[config.mk]
export PLATFORM = sky130hd
export DESIGN_NAME = hb_gate_interlock
export DESIGN_NICKNAME = d
export VERILOG_FILES = /design/src/rtl/hbgi_pkg.sv /design/src/rtl/hbgi_sync.sv /design/src/rtl/hbgi_fault.sv /design/src/rtl/hbgi_dead_time.sv /design/src/rtl/hb_gate_interlock.sv
export SDC_FILE = /design/constraint.sdc
export NUM_CORES = 1
export LEC_CHECK = 0
export CORE_AREA = 5 5 42 44
export DETAILED_ROUTE_END_ITERATION = 6
export DIE_AREA = 0 0 47 49
export PLACE_DENSITY = 0.7
export SETUP_SLACK_MARGIN = 0.02
export SYNTH_ARGS = -nofsm -noshare
export SYNTH_HDL_FRONTEND = slang
export SYNTH_SLANG_ARGS = --single-unit
[constraint.sdc]
create_clock -name clk -period 1.6 [get_ports clk]
set_input_delay 0.32 -clock clk [delete_from_list [all_inputs] [get_ports clk]]
set_output_delay 0.32 -clock clk [all_outputs]
set_load 0.01 [all_outputs]
[src/rtl/hbgi_pkg.sv]
package hbgi_pkg;

   typedef enum logic [1:0] {
      DRV_OFF  = 2'd0,
      DRV_HIGH = 2'd1,
      DRV_LOW  = 2'd2
   } drv_e;

   // Map a command pair onto the side to be driven; a clash turns the leg off.
   function automatic drv_e decode_cmd(input logic hi, input logic lo);
      drv_e r;
      unique case ({hi, lo})
         2'b10:   r = DRV_HIGH;
         2'b01:   r = DRV_LOW;
         default: r = DRV_OFF;
      endcase
      return r;
   endfunction

endpackage

[src/rtl/hbgi_sync.sv]
module hbgi_sync #(
   parameter int           W       = 1,
   parameter int           STAGES  = 2,
   parameter logic [W-1:0] RST_VAL = '0
) (
   input  logic         clk,
   input  logic         rst_n,
   input  logic [W-1:0] d,
   output logic [W-1:0] q
);

   logic [W-1:0] stg [STAGES];

   for (genvar s = 0; s < STAGES; s++) begin : g_stage
      if (s == 0) begin : g_first
         always_ff @(posedge clk or negedge rst_n) begin
            if (!rst_n) stg[s] <= RST_VAL;
            else        stg[s] <= d;
         end
      end else begin : g_next
         always_ff @(posedge clk or negedge rst_n) begin
            if (!rst_n) stg[s] <= RST_VAL;
            else        stg[s] <= stg[s-1];
         end
      end
   end

   assign q = stg[STAGES-1];

endmodule

[src/rtl/hbgi_fault.sv]
module hbgi_fault (
   input  logic clk,
   input  logic rst_n,
   input  logic oc_raw,
   input  logic oc_s,
   input  logic sd_n_s,
   input  logic uv,
   input  logic hi_s,
   input  logic lo_s,
   output logic kill,
   output logic armed,
   output logic pull
);

   logic pull_q;
   logic arm_q;

   // The raw comparator flag only clears the gates, which is the safe direction.
   assign kill = !sd_n_s | uv | oc_raw | oc_s | pull_q;

   // Latched pull-down request; a new trip wins over the release.
   always_ff @(posedge clk or negedge rst_n) begin
      if (!rst_n)       pull_q <= 1'b0;
      else if (oc_s)    pull_q <= 1'b1;
      else if (!sd_n_s) pull_q <= 1'b0;
   end

   // Re-arm needs a quiet command pair after every forced-off period.
   always_ff @(posedge clk or negedge rst_n) begin
      if (!rst_n)              arm_q <= 1'b0;
      else if (kill)           arm_q <= 1'b0;
      else if (!hi_s && !lo_s) arm_q <= 1'b1;
   end

   assign armed = arm_q;
   assign pull  = pull_q;

endmodule

[src/rtl/hbgi_dead_time.sv]
module hbgi_dead_time
   import hbgi_pkg::*;
#(
   parameter int DEAD_CYC = 8
) (
   input  logic clk,
   input  logic rst_n,
   input  drv_e want,
   output logic gate_hi,
   output logic gate_lo
);

   logic gh_q, gl_q;
   logic both_low;
   logic gap_ok;

   assign both_low = !gh_q && !gl_q;

   if (DEAD_CYC == 1) begin : g_single
      // One off cycle is already guaranteed by the output register.
      assign gap_ok = both_low;
   end else begin : g_count
      localparam int          CW       = $clog2(DEAD_CYC);
      localparam logic [CW-1:0] IDLE_MAX = CW'(DEAD_CYC - 1);
      logic [CW-1:0] idle_q;

      always_ff @(posedge clk or negedge rst_n) begin
         if (!rst_n)               idle_q <= '0;
         else if (!both_low)       idle_q <= '0;
         else if (idle_q != IDLE_MAX) idle_q <= idle_q + 1'b1;
      end

      assign gap_ok = both_low && (idle_q == IDLE_MAX);
   end

   always_ff @(posedge clk or negedge rst_n) begin
      if (!rst_n) begin
         gh_q <= 1'b0;
         gl_q <= 1'b0;
      end else begin
         gh_q <= (want == DRV_HIGH) && (gh_q || gap_ok);
         gl_q <= (want == DRV_LOW)  && (gl_q || gap_ok);
      end
   end

   assign gate_hi = gh_q;
   assign gate_lo = gl_q;

endmodule

[src/rtl/hb_gate_interlock.sv]
module hb_gate_interlock
   import hbgi_pkg::*;
#(
   parameter int DEAD_CYC    = 8,
   parameter int SYNC_STAGES = 2
) (
   input  logic clk,
   input  logic rst_n,
   input  logic cmd_hi,
   input  logic cmd_lo,
   input  logic sd_line_n,
   input  logic oc_flag,
   input  logic uv_flag,
   output logic gate_hi,
   output logic gate_lo,
   output logic sd_pull
);

   localparam int NSYNC = 4;

   if (DEAD_CYC < 1) begin : g_bad_dead
      $error("DEAD_CYC must be at least 1");
   end
   if (SYNC_STAGES < 2) begin : g_bad_sync
      $error("SYNC_STAGES must be at least 2");
   end

   logic [NSYNC-1:0] raw_v, syn_v;
   logic hi_s, lo_s, sd_n_s, oc_s;
   logic kill, armed;
   drv_e want;

   assign raw_v = {sd_line_n, oc_flag, cmd_lo, cmd_hi};

   // Shutdown line resets to its active (low) state so the leg starts off.
   hbgi_sync #(.W(NSYNC), .STAGES(SYNC_STAGES), .RST_VAL(4'b0000)) u_sync (
      .clk   (clk),
      .rst_n (rst_n),
      .d     (raw_v),
      .q     (syn_v)
   );

   assign hi_s   = syn_v[0];
   assign lo_s   = syn_v[1];
   assign oc_s   = syn_v[2];
   assign sd_n_s = syn_v[3];

   hbgi_fault u_fault (
      .clk    (clk),
      .rst_n  (rst_n),
      .oc_raw (oc_flag),
      .oc_s   (oc_s),
      .sd_n_s (sd_n_s),
      .uv     (uv_flag),
      .hi_s   (hi_s),
      .lo_s   (lo_s),
      .kill   (kill),
      .armed  (armed),
      .pull   (sd_pull)
   );

   assign want = (kill || !armed) ? DRV_OFF : decode_cmd(hi_s, lo_s);

   hbgi_dead_time #(.DEAD_CYC(DEAD_CYC)) u_dead (
      .clk     (clk),
      .rst_n   (rst_n),
      .want    (want),
      .gate_hi (gate_hi),
      .gate_lo (gate_lo)
   );

endmodule

==> flow_summary.ini <==
[power]
ir_drop_mv = 0.613
power_leakage_nw = 0.316
pwr_density_cell_nw_per_um2 = 1230
design_power_total_w = 0.000875

[synth]
synth_seq_cells = 15
yosysWarnings = 0
synth_top_area_cell = dfrtp_1
syn_nets = 45
synth.area.top_cells = dfrtp_1 68%, nor4b_2 5.4%, ha_1 4.5%
synth_cell_types = 14
syn_area_um2 = 552
syn_inst = 36
synth.yosys.seq_area_share = 0.680
synth_top_area_share = 0.680
avgSynthCellArea_um2 = 15.3

[hold_path]
hold_path.class = input port to async pin

[critical_path]
ff2ff_path_depth = 4
crit_buf_inv = 1
cp-end-kind = output port
cp_max_fo = 2
start_kind = flop
r2r_end = u_dead.g_count.idle_q[0]
crit_type = flop to output port
cp_slowest_cell = clkdlybuf4s50_1
cp.required_ns = 1.28
max_stage_delay_ns = 0.54
reg2reg_from = u_dead.g_count.idle_q[0]
worstPathCellList = clkdlybuf4s50_1
r2r_slack_ns = 0.31
crit_family = buffers and inverters
arrival_ns = 1.17

[cells_and_area]
diodes = 0
nFillCells = 128
drive_above_1_share = 0.216
final_common_cell = dfrtp_1
final_cell_mix = 15 x dfrtp_1, 8 x clkdlybuf4s50_1, 3 x nor3_1, 3 x clkbuf_4, 3 x buf_4
areaGrowthSynthToFinish_pct = 28.6
final_area_um2 = 709
seqCellArea_um2 = 375
multi_input_area_um2 = 165
fin_nets = 61

[sta]
rsz0062_at_grt = no
min_period_over_period = 0.929
finalHoldViolCount = 0
finalClockSkew_ns = 0.00110
slew_headroom = 0.837
fmax_mhz = 672
setup_viol = 0
final.setup.tns_ns = 0
slew_viol_final = 0
worst_pin_slew_ns = 0.245
finalCriticalPeriod_ns = 1.49

[floorplanning]
rows = 14
die_h_um = 49
start_util = 0.394
num_io_pins = 10
die_area_um2 = 2300
dieWidth_um = 47
coreArea_um2 = 1400

[clocking]
cts.sinks = 15
clk_pin_slew_worst_paths_ns = 0.08
cts_hold_buf = 0
cts_buffers = 3
insertion_delay_ns = 0.27
cts_buffer_depth = 2
htree_num_levels = 1
tritoncts = built
cts_root_buf = clkbuf_4

[route]
vias_per_cell = 4.82
wl_um = 791
drc_errors = 0
first_pass_iters = 2
drtIter0Drc = 2
wire_per_inst_um = 11.8
num_vias = 323
postRouteAntennaNets = 0

[global_routing]
grt_pass1_vias = 343
grt-ovfl-total = 0
grt_max_degree = 16
antenna_found_initial = 0
grt_usage = 0.0869
grt_pass1_wl_um = 1430

[placement]
place_hpwl_um = 584
portBuffers = 9
place.gp.congestion = 0.677
placed_area_um2 = 666

[run]
maxCapViolCount = 0

[run_status]
status = finished clean
[repair_timing]
item / CTS / global route
buffers inserted: 2 / 0
setup endpoints to repair: 2 / 1
resized for setup: 0 / 1
cloned: 0 / 0
[layout make-up]
type                    instances  area share
multi-input cells              18       0.233
flip-flops and latches         15       0.529
clock buffers                   4      0.0370
repair buffers                 12       0.162
well taps                      16      0.0282
inverters                       2      0.0106
[through the flow]
stage	setup slack, ns	util	instances	hold slack, ns
6_report	0.113	0.506	67	0.345
3_3_place_gp	0.100	0.475	61	0.331
2_1_floorplan	0.337	-	36	0.0244
4_1_cts	0.0205	0.504	67	0.337
5_1_grt	0.0623	0.506	67	0.348
3_5_place_dp	0.0458	0.475	61	0.336
[power by group]
group	internal [W]	switching, W	leakage [nW]
clock	0.0000966	0.000107	0.0150
combinational	0.000105	0.000101	0.120
sequential	0.000435	0.0000311	0.181
[cell families (layout without fill, tap and decap cells)]
group,count (synthesis),after routing,synth area share
buf+inv,3,18,0.0204
simple gates,9,9,0.159
compound gates,4,4,0.0431
fa+ha+maj,2,2,0.0453
xor+xnor,1,1,0.0159
mux,2,2,0.0363
flops,15,15,0.680
[sequential cells by signal, indices dropped and copies added (netlist names)]
register,cells
u_fault.armed,1
u_dead.gate_hi,1
u_sync.q,4
u_sync.stg,4
u_fault.pull,1
u_dead.gate_lo,1
u_dead.g_count.idle_q,3
[cells in the mapped netlist (all sizes together)]
cell type   n
nor2        2
nor4b       3
inv         2
a21o        1
o21ai       1
a21oi       2
nor3        3
dfrtp      15
mux2i       2
nand3b      1
clkbuf      1
ha          2
xor2        1
[worst max-delay path by stage]
| stage | to | start | cells after the start | slack (ns) |
|---|---|---|---|---|
| after floorplan | u_dead.g_count.idle_q[0] | u_dead.g_count.idle_q[0] | 5 | 0.34 |
| after global placement | u_dead.gate_hi | oc_flag | 4 | 0.10 |
| after detailed placement | u_dead.gate_hi | oc_flag | 4 | 0.05 |
| final | gate_hi | u_dead.gate_hi | 1 | 0.11 |
| after global routing | gate_hi | u_dead.gate_hi | 1 | 0.06 |
| after CTS | sd_pull | u_fault.pull | 1 | 0.02 |
[routing by layer]
layer | share of wire | GRT usage | vias to the layer above
met4 | 0 | 0.0553 | 0
li1 | - | - | 157
met5 | 0 | 0 | -
met3 | 0.076 | 0.0221 | 0
met2 | 0.50 | 0.120 | 8
met1 | 0.43 | 0.117 | 158
(Power assumes the default switching activity.)
